File: src/rtl/adcseq_pkg.sv
package adcseq_pkg;
    typedef enum logic [2:0] {
        ST_FULL_PD = 3'd0,
        ST_FAST_PD = 3'd1,
        ST_IDLE    = 3'd2,
        ST_WAKE    = 3'd3,
        ST_CONV    = 3'd4,
        ST_HWSD    = 3'd5
    } seq_state_e;

    localparam logic [1:0] MODE_FULL   = 2'b00;
    localparam logic [1:0] MODE_FAST   = 2'b01;
    localparam logic [1:0] MODE_INTCLK = 2'b10;
    localparam logic [1:0] MODE_EXTCLK = 2'b11;

    localparam int CTRL_BITS = 8;
endpackage

File: src/rtl/adcseq_rx.sv
module adcseq_rx #(
    parameter int NBITS = 8
) (
    input  logic       clk,
    input  logic       rst_n,
    input  logic       clr,
    input  logic       bit_vld,
    input  logic       bit_in,
    output logic       word_vld,
    output logic [1:0] mode_q
);
    localparam int CNTW = $clog2(NBITS);

    logic [CNTW-1:0] cnt;
    logic            active;
    logic            prev_bit;

    always_ff @(posedge clk or negedge rst_n) begin
        if (!rst_n) begin
            cnt      <= '0;
            active   <= 1'b0;
            prev_bit <= 1'b0;
            word_vld <= 1'b0;
            mode_q   <= 2'b00;
        end else if (clr) begin
            cnt      <= '0;
            active   <= 1'b0;
            word_vld <= 1'b0;
        end else begin
            word_vld <= 1'b0;
            if (bit_vld) begin
                prev_bit <= bit_in;
                if (!active) begin
                    if (bit_in) begin
                        active <= 1'b1;
                        cnt    <= CNTW'(1);
                    end
                end else if (cnt == CNTW'(NBITS - 1)) begin
                    mode_q   <= {prev_bit, bit_in};
                    word_vld <= 1'b1;
                    active   <= 1'b0;
                    cnt      <= '0;
                end else begin
                    cnt <= cnt + 1'b1;
                end
            end
        end
    end


    rx_frame_chk: assert property (@(posedge clk) disable iff (!rst_n)
        word_vld |-> $past(bit_vld));


    rx_ignore_chk: assert property (@(posedge clk) disable iff (!rst_n)
        clr |=> !word_vld);
endmodule

File: src/rtl/adcseq_timer.sv
module adcseq_timer #(
    parameter int TW = 16
) (
    input  logic          clk,
    input  logic          rst_n,
    input  logic          load,
    input  logic [TW-1:0] ld_val,
    output logic          expired
);
    logic [TW-1:0] cnt;

    always_ff @(posedge clk or negedge rst_n) begin
        if (!rst_n) begin
            cnt <= '0;
        end else if (load) begin
            cnt <= (ld_val == '0) ? TW'(1) : ld_val;
        end else if (cnt != '0) begin
            cnt <= cnt - 1'b1;
        end
    end

    assign expired = (cnt == TW'(1));


    tmr_once_chk: assert property (@(posedge clk) disable iff (!rst_n)
        (expired && !load) |=> !expired);
endmodule

File: src/rtl/adcseq_fsm.sv
module adcseq_fsm
    import adcseq_pkg::*;
#(
    parameter int TW           = 16,
    parameter int CONV_INT_CYC = 8,
    parameter int CONV_EXT_CYC = 14
) (
    input  logic          clk,
    input  logic          rst_n,
    input  logic          shdn_n,
    input  logic          comp_int,
    input  logic [TW-1:0] wake_short,
    input  logic [TW-1:0] wake_long,
    input  logic          word_vld,
    input  logic [1:0]    mode,
    input  logic          expired,
    output logic          load,
    output logic [TW-1:0] ld_val,
    output logic          rx_clr,
    output logic          bg_en,
    output logic          ref_en,
    output logic          conv_en,
    output logic          pu_wait,
    output logic          busy,
    output logic          done,
    output logic          clk_ext
);
    localparam logic [TW-1:0] CONV_INT_LEN = TW'(CONV_INT_CYC);
    localparam logic [TW-1:0] CONV_EXT_LEN = TW'(CONV_EXT_CYC);

    seq_state_e    state, nxt;
    logic [1:0]    pd_q;
    logic          ext_nxt;
    logic [TW-1:0] conv_len;
    logic          accepting;

    // state register
    always_ff @(posedge clk or negedge rst_n) begin
        if (!rst_n) state <= ST_FULL_PD;
        else        state <= nxt;
    end

    // latched word fields and completion strobe
    always_ff @(posedge clk or negedge rst_n) begin
        if (!rst_n) begin
            pd_q    <= MODE_FULL;
            clk_ext <= 1'b0;
            done    <= 1'b0;
        end else begin
            done <= (state == ST_CONV) && expired && shdn_n;
            if (word_vld && accepting && shdn_n) begin
                pd_q    <= mode;
                clk_ext <= ext_nxt;
            end
        end
    end

    assign accepting = (state == ST_FULL_PD) || (state == ST_FAST_PD) ||
                       (state == ST_IDLE);
    assign rx_clr    = !accepting || !shdn_n;

    // next state and timer control
    always_comb begin
        nxt     = state;
        load    = 1'b0;
        ld_val  = '0;
        ext_nxt = clk_ext;
        if (word_vld && mode[1]) ext_nxt = mode[0];
        conv_len = ext_nxt ? CONV_EXT_LEN : CONV_INT_LEN;
        unique case (state)
            ST_FULL_PD, ST_FAST_PD: begin
                if (word_vld) begin
                    nxt    = ST_WAKE;
                    load   = 1'b1;
                    ld_val = (state == ST_FAST_PD || comp_int) ? wake_short
                                                               : wake_long;
                end
            end
            ST_IDLE: begin
                if (word_vld) begin
                    nxt    = ST_CONV;
                    load   = 1'b1;
                    ld_val = conv_len;
                end
            end
            ST_WAKE: begin
                if (expired) begin
                    nxt    = ST_CONV;
                    load   = 1'b1;
                    ld_val = conv_len;
                end
            end
            ST_CONV: begin
                if (expired) begin
                    if (pd_q[1])      nxt = ST_IDLE;
                    else if (pd_q[0]) nxt = ST_FAST_PD;
                    else              nxt = ST_FULL_PD;
                end
            end
            ST_HWSD: begin
                if (shdn_n) nxt = ST_FULL_PD;
            end
            default: nxt = ST_FULL_PD;
        endcase
        if (!shdn_n) begin
            nxt  = ST_HWSD;
            load = 1'b0;
        end
    end

    // outputs
    always_comb begin
        bg_en   = 1'b0;
        ref_en  = 1'b0;
        conv_en = 1'b0;
        pu_wait = 1'b0;
        busy    = 1'b0;
        unique case (state)
            ST_FAST_PD: bg_en = 1'b1;
            ST_IDLE: begin
                bg_en  = 1'b1;
                ref_en = 1'b1;
            end
            ST_WAKE: begin
                bg_en   = 1'b1;
                ref_en  = 1'b1;
                pu_wait = 1'b1;
                busy    = 1'b1;
            end
            ST_CONV: begin
                bg_en   = 1'b1;
                ref_en  = 1'b1;
                conv_en = 1'b1;
                busy    = 1'b1;
            end
            default: ;
        endcase
        if (!shdn_n) begin
            bg_en   = 1'b0;
            ref_en  = 1'b0;
            conv_en = 1'b0;
            pu_wait = 1'b0;
            busy    = 1'b0;
        end
    end


    hw_sd_chk: assert property (@(posedge clk) disable iff (!rst_n)
        !shdn_n |=> (state == ST_HWSD));


    done_after_conv_chk: assert property (@(posedge clk) disable iff (!rst_n)
        done |-> $past(state == ST_CONV));


    wake_to_conv_chk: assert property (@(posedge clk) disable iff (!rst_n)
        (state == ST_WAKE && expired && shdn_n) |=> (conv_en || !shdn_n));


    conv_exit_chk: assert property (@(posedge clk) disable iff (!rst_n)
        (state == ST_CONV && expired && shdn_n && !pd_q[1]) |=> !ref_en);


    no_overlap_chk: assert property (@(posedge clk) disable iff (!rst_n)
        !(conv_en && pu_wait));
endmodule

File: src/rtl/adc_pwr_seq.sv
module adc_pwr_seq
    import adcseq_pkg::*;
#(
    parameter int CW           = 16,
    parameter int CONV_INT_CYC = 8,
    parameter int CONV_EXT_CYC = 14
) (
    input  logic          clk,
    input  logic          rst_n,
    input  logic          shdn_n,
    input  logic          comp_int,
    input  logic [CW-1:0] wake_short,
    input  logic [CW-1:0] wake_long,
    input  logic          bit_vld,
    input  logic          bit_in,
    output logic          bg_en,
    output logic          ref_en,
    output logic          conv_en,
    output logic          pu_wait,
    output logic          busy,
    output logic          done,
    output logic          clk_ext
);
    localparam int TW = CW;

    logic          word_vld;
    logic [1:0]    mode;
    logic          rx_clr;
    logic          load;
    logic [TW-1:0] ld_val;
    logic          expired;

    adcseq_rx #(.NBITS(CTRL_BITS)) u_rx (
        .clk      (clk),
        .rst_n    (rst_n),
        .clr      (rx_clr),
        .bit_vld  (bit_vld),
        .bit_in   (bit_in),
        .word_vld (word_vld),
        .mode_q   (mode)
    );

    adcseq_timer #(.TW(TW)) u_tmr (
        .clk     (clk),
        .rst_n   (rst_n),
        .load    (load),
        .ld_val  (ld_val),
        .expired (expired)
    );

    adcseq_fsm #(
        .TW           (TW),
        .CONV_INT_CYC (CONV_INT_CYC),
        .CONV_EXT_CYC (CONV_EXT_CYC)
    ) u_fsm (
        .clk        (clk),
        .rst_n      (rst_n),
        .shdn_n     (shdn_n),
        .comp_int   (comp_int),
        .wake_short (wake_short),
        .wake_long  (wake_long),
        .word_vld   (word_vld),
        .mode       (mode),
        .expired    (expired),
        .load       (load),
        .ld_val     (ld_val),
        .rx_clr     (rx_clr),
        .bg_en      (bg_en),
        .ref_en     (ref_en),
        .conv_en    (conv_en),
        .pu_wait    (pu_wait),
        .busy       (busy),
        .done       (done),
        .clk_ext    (clk_ext)
    );
endmodule

File: config.mk
export PLATFORM = sky130hd
export DESIGN_NAME = adc_pwr_seq
export DESIGN_NICKNAME = d
export VERILOG_FILES = /design/src/rtl/adcseq_pkg.sv /design/src/rtl/adcseq_rx.sv /design/src/rtl/adcseq_timer.sv /design/src/rtl/adcseq_fsm.sv /design/src/rtl/adc_pwr_seq.sv
export SDC_FILE = /design/constraint.sdc
export NUM_CORES = 1
export LEC_CHECK = 0
export CAP_MARGIN = 20
export CORE_ASPECT_RATIO = 0.75
export CORE_UTILIZATION = 50
export CTS_CLUSTER_SIZE = 40
export DETAILED_ROUTE_END_ITERATION = 7
export HOLD_SLACK_MARGIN = 0.06
export PLACE_DENSITY = 0.78
export SYNTH_ARGS = -nofsm -noshare
export SYNTH_HDL_FRONTEND = slang
export SYNTH_HIERARCHICAL = 1
export SYNTH_SLANG_ARGS = --single-unit
File: constraint.sdc
create_clock -name clk -period 3.2 [get_ports clk]
set_input_delay 0.48 -clock clk [delete_from_list [all_inputs] [get_ports clk]]
set_output_delay 0.48 -clock clk [all_outputs]
set_load 0.005 [all_outputs]
# Word-level counts from Yosys, hierarchy flattened
# Index checks and enable logic that the tools add are counted.
dict set report totals {
  regBits 31
  word_cells 95
  input_bits 38
  out_inout_bits 7
}
dict set report op_classes {
  eq_ne 10
  addsub 2
  bitwise 1
  muxes 46
  reduce_logical 26
}
# operator n
set op_table {}
lappend op_table {{16-bit two-way mux} 7}
lappend op_table {{16-bit case mux with 3 select lines} 1}
lappend op_table {{3-bit two-way mux} 12}
lappend op_table {{1-bit two-way mux} 24}
lappend op_table {{16-bit by 1-bit == test with 1-bit output, second input constant} 1}
lappend op_table {{16-bit logical NOT} 1}
lappend op_table {{16-bit nonzero test} 1}
lappend op_table {{16-bit by 1-bit subtractor with 16-bit output, second input constant} 1}
lappend op_table {{3-bit case mux with 4 select lines} 1}
lappend op_table {{4-bit AND reduction} 2}
lappend op_table {{3-bit by 2-bit == test with 1-bit output, second input constant} 2}
lappend op_table {{3-bit == test, second input constant} 2}
lappend op_table {{3-bit by 2-bit != test with 1-bit output, second input constant} 2}
lappend op_table {{3-bit != test, second input constant} 2}
lappend op_table {{3-bit OR reduction} 2}
lappend op_table {{1-bit logical AND} 5}
lappend op_table {{1-bit logical OR} 4}
lappend op_table {{2-bit AND reduction} 2}
lappend op_table {{2-bit nonzero test} 2}
lappend op_table {{2-bit OR reduction} 2}
lappend op_table {{4-bit OR reduction} 1}
lappend op_table {{3-bit by 1-bit adder with 3-bit output, second input constant} 1}
lappend op_table {{3-bit by 1-bit == test with 1-bit output, second input constant} 1}
lappend op_table {{3-bit logical NOT} 1}
lappend op_table {{4 further kinds} 5}

# Logic depth before layout (Yosys ltp)
dict set report depth {
  word_depth 8
  mapped_depth 11
  mapped_depth_nobuf 11
}

# Modules after synthesis
# Netlist, hierarchy kept.
# module cells_each seq_area_each_um2 area_each_um2 n_inst
set modules_own_cells {}
lappend modules_own_cells {adcseq_timer 118 400.4 1039.7 1}
lappend modules_own_cells {adcseq_fsm 98 175.2 733.2 1}
lappend modules_own_cells {adcseq_rx 31 200.2 400.4 1}

# Worst setup path before layout
# OpenSTA, ideal clock, no wires.
dict set report synth_path {
  path_type {register -> register}
  from {register u_tmr.cnt[12]}
  to {register u_tmr.cnt[0]}
  synth_period_minus_slack_ps 2605
  setup_ps 137
  t_arrival_ps 2468
  path_slack_ps 595
  n_path_buf 1
  path_stages_with_launch 11
  t_required_ps 3063
  path_cell_list {dfrtp_1 clkbuf_2 or4_1 nor3_1 mux2_4 o211ai_1 o21ai_0 nor4_1 a41oi_1 nor2b_1 a21oi_1}
}
dict set report synth_between {
  elab_chain_cells 6
  word_cells_on_any_way 11
  cone_classes {eq/ne (1); mux (7); reduce/logical (3)}
}
# item line
set synth_rtl {}
lappend synth_rtl {{from (decl)} adcseq_timer.sv:10} ;# logic [TW-1:0] cnt;
lappend synth_rtl {{from (signal assigned)} adcseq_timer.sv:16} ;# cnt <= (ld_val == '0) ? TW'(1) : ld_val;
lappend synth_rtl {{from (signal assigned)} adcseq_timer.sv:18} ;# cnt <= cnt - 1'b1;
lappend synth_rtl {{16-bit by 1-bit == test with 1-bit output} adcseq_timer.sv:22} ;# assign expired = (cnt == TW'(1));
lappend synth_rtl {{via expired} adc_pwr_seq.sv:31} ;# logic expired;
lappend synth_rtl {{16-bit two-way mux} adcseq_fsm.sv:87} ;# if (expired) begin
lappend synth_rtl {{16-bit case mux with 3 select lines} adcseq_fsm.sv:70} ;# unique case (state)
lappend synth_rtl {{via ld_val[2]} adc_pwr_seq.sv:30} ;# logic [TW-1:0] ld_val;
lappend synth_rtl {{16-bit logical NOT} adcseq_timer.sv:16}
lappend synth_rtl {{16-bit two-way mux} adcseq_timer.sv:16}
lappend synth_rtl {{16-bit two-way mux} adcseq_timer.sv:15} ;# end else if (load) begin
# The timed path passes the listed nets, and every way through them passes these cells.
# A chain may end at the register's enable or synchronous reset.

# Worst setup path in the final report
dict set report layout_path {
  from {register u_tmr.cnt[11]}
  to {register u_tmr.cnt[0]}
}
dict set report layout_between {
  word_cells_on_any_way 11
  cone_classes {eq/ne (1); mux (7); reduce/logical (3)}
}
# item line
set layout_lines {}
lappend layout_lines {{16-bit by 1-bit == test with 1-bit output *} adcseq_timer.sv:22}
lappend layout_lines {{via expired} adc_pwr_seq.sv:31}
lappend layout_lines {{1-bit two-way mux *} adcseq_fsm.sv:87}
lappend layout_lines {{1-bit case mux with 2 select lines *} adcseq_fsm.sv:70}
lappend layout_lines {{1-bit two-way mux *} adcseq_fsm.sv:105} ;# if (!shdn_n) begin
lappend layout_lines {{via load} adc_pwr_seq.sv:29} ;# logic load;
lappend layout_lines {{16-bit two-way mux or 2-bit nonzero test (tied branches)} n/a}
# Mark *: on every way through the listed nets, which the timed path passes. The rest lies on a longest branch.

==> metrics.txt <==
outcome=complete, no violations; initial antenna violation count=0; Synth Register Bits=31; core area=0.004104 sq mm; Max VDD drop=0.2636 mV; min Tclk post-route=2689 ps; Syn-to-layout area delta=24.70%; Flop pwr share=50.4%; post-CTS setup buffer count=0; Post-CTS Resized=0; CP peak stage delay=650 ps; starting density of the core=52.96%; Area contributors post-synth=dfrtp_1 (36%), nand2_1 (8.1%), a21oi_1 (4.4%); Cell Chain, Critical Path=or4_1 -> nor3_1 -> buf_4 -> nand4_1 -> nand2_1 -> inv_1 -> a41oi_1 -> nor2b_1 -> a21oi_1; Critical Path AT=2840 ps; Die Area=0.004617 sq mm; clk sinks=31; GPL Wtd Cong=0.8801; RSZ-0062 raised after global routing=false; synthesized area=0.002173 sq mm; slowest CP cell=or4_1; PortBufs=44; vias=2011; DR pass1 iterations=4; worst-margin pin slew=678.3 ps; Avg Inst Size Synth=8.799 sq um; cell with the most instances after synthesis=nand2_1; Clk Latency, worst-skew pair=280 ps; Distinct cells, synth=58; CTS root buf=clkbuf_8; layout cells sized above 1=10.00%; Post-synth EDFFs=0; asr flop ratio synth=100.0%; Site Rows=20; Overflow after GRT=0; vias in the first global route=1752; Yosys top cell area share=35.69%; synth warn=6; final setup fails=0; Synth Instances=247; hold_buf cts=0; switching share of power=24.03%; # fillers=341; CP Data Required Time=3350 ps; main flop type after synthesis=dfrtp_1; Max Slew Vio Count=0; CP Capture Type=flip-flop; Hold Slack=517.5 ps; setup TNS=0 ps; DRT iter0 DRCs=220; leading area contributor after synthesis=dfrtp_1; leakage power=1.111 nW; Storage cell area=775.7 sq um; Post-Route WL=5.308 mm; post-route ant nets=0; final hold viol count=0; CTS tree=built; Chip Height=59.10 microns; Setup CP Type=flip-flop to flip-flop; fin crit share=84.03%; I/O pins=45; vias per cell=5.829; fmax=0.3719 GHz; CTS H-tree lvls=2; power per standard cell area=297.8 mW/mm^2; Comb pwr share=12.9%; synth cell count leaders=nand2_1 (47), dfrtp_1 (31), a21oi_1 (19), nor2_1 (15), o21ai_0 (11); cell-internal power=0.6131 mW; clock network fraction of total power=36.7%; skew final=2.485 ps; pin count of the biggest net entering global routing=32; Mapped Nets=289; clock buffer depth=2; CTS Buf Count=5; Clk pin slew, worst setup/hold paths=60 ps; HPWL Detailed=3.957 mm; crit-path max FO=12; final routed DRC violation total=0; Seq/Total Area, Yosys=35.69%; area occupied by multi-input gates=0.001291 sq mm; first-pass GRT wire length=8.825 mm; n_diodes=0; Layout Nets=331; NetSw=0.1939 mW; Die Width=78.13 microns; CP Launch Type=flip-flop; Relative slew margins=54.40%; max cap viols=0; GRT Util Overall=24.93%; Hold WC Path Type=flip-flop to flip-flop; Routed wire per std cell=15.39 microns
-- worst max-delay path, delay by kind of cell, from the launching register on --
kind | cells | cell delay [ps]
simple gates | 5 | 1370
buf+inv | 2 | 370
compound gates | 2 | 400
flops | 1 | 410
-- cell usage in the layout (no fill, tap or decap), types with 3 or more instances in the layout --
master           instances
nor3_1                   4
a31oi_1                  3
dfrtp_1                 31
mux2_4                   4
nand4b_1                 5
a21oi_1                 19
mux2i_1                  4
or4_1                    4
ha_1                     4
nand2b_1                 3
nor2b_1                  3
inv_1                    5
nand4_1                  6
o21a_1                   3
nor4_1                   7
clkbuf_8                 5
nand2_1                 47
nor2_1                  15
o21ai_0                 11
clkdlybuf4s50_1         44
xor2_1                   4
o211ai_1                 5
buf_4                    4
nand3_1                  5
xnor2_1                  3
-- area by class of cell --
type	instances	area share [%]
repair buffers	48	17.36
flip-flops and latches	31	28.62
well taps	55	2.539
clock inverters	2	0.4617
multi-input cells	198	47.65
clock buffers	6	2.678
inverters	5	0.6925
-- flip-flops by register name, indices dropped and copies added (netlist names) --
name           flops
u_rx/active        1
u_fsm/clk_ext      1
u_tmr/cnt         16
u_fsm/done         1
u_rx/cnt           3
u_fsm/state        3
u_rx/mode_q        2
u_rx/prev_bit      1
u_rx/word_vld      1
u_fsm/pd_q         2
-- worst paths after layout --
check / startpoint / to / slack [ps] / cells after the start
min: u_rx/prev_bit$_DFFE_PN0P_ / u_rx/prev_bit$_DFFE_PN0P_ / 520 / 1
min reg2reg: u_rx/prev_bit$_DFFE_PN0P_ / u_rx/prev_bit$_DFFE_PN0P_ / 520 / 1
max reg2reg: u_tmr/cnt[11]$_DFFE_PN0P_ / u_tmr/cnt[0]$_DFFE_PN0P_ / 510 / 9
max: u_tmr/cnt[11]$_DFFE_PN0P_ / u_tmr/cnt[0]$_DFFE_PN0P_ / 510 / 9
min in group asynchronous: rst_n / u_tmr/cnt[8]$_DFFE_PN0P_ / 580 / 2
max in group asynchronous: rst_n / u_fsm/state[2]$_DFFE_PN0P_ / 2320 / 2
-- per-layer routing --
metal	part of all wire [%]	track usage [%]
met5	0	0
met4	0.70	6.614
met3	9.4	6.154
met2	39	33.71
met1	51	38.86
-- metrics by stage --
step | utilization [%] | total power [mW] | setup WS, ps | instances | area, sq um
6_report | 66.04 | 0.8070 | 511.1 | 345 | 2710
3_3_place_gp | 63.96 | 0.5166 | 616.9 | 337 | 2625
4_1_cts | 66.04 | 0.8149 | 527.4 | 345 | 2710
3_5_place_dp | 63.96 | 0.5185 | 533.2 | 337 | 2625
5_1_grt | 66.04 | 0.8445 | 284.8 | 345 | 2710
2_1_floorplan | - | 0.4548 | 594.6 | 247 | 2173
-- power by group through the flow --
stage          Sequential, mW  Clock (mW)  Combinational, mW
6_report                0.407       0.296              0.104
5_1_grt                 0.408       0.323              0.114
4_1_cts                 0.407       0.303              0.105
3_5_place_dp            0.414           0              0.104
3_3_place_gp            0.414           0              0.103
2_1_floorplan           0.409           0             0.0456
-- cell families after synthesis --
family | Yosys count | share of synthesized area, %
flip-flops | 31 | 35.69
AND/OR/NAND/NOR | 118 | 30.97
adder cells (fa/ha/maj) | 4 | 2.303
multiplexers | 11 | 6.160
buffers and inverters | 18 | 4.893
AO/OA/AOI/OAI | 58 | 17.16
XOR/XNOR | 7 | 2.821
Power figures use the tool's default switching activity.
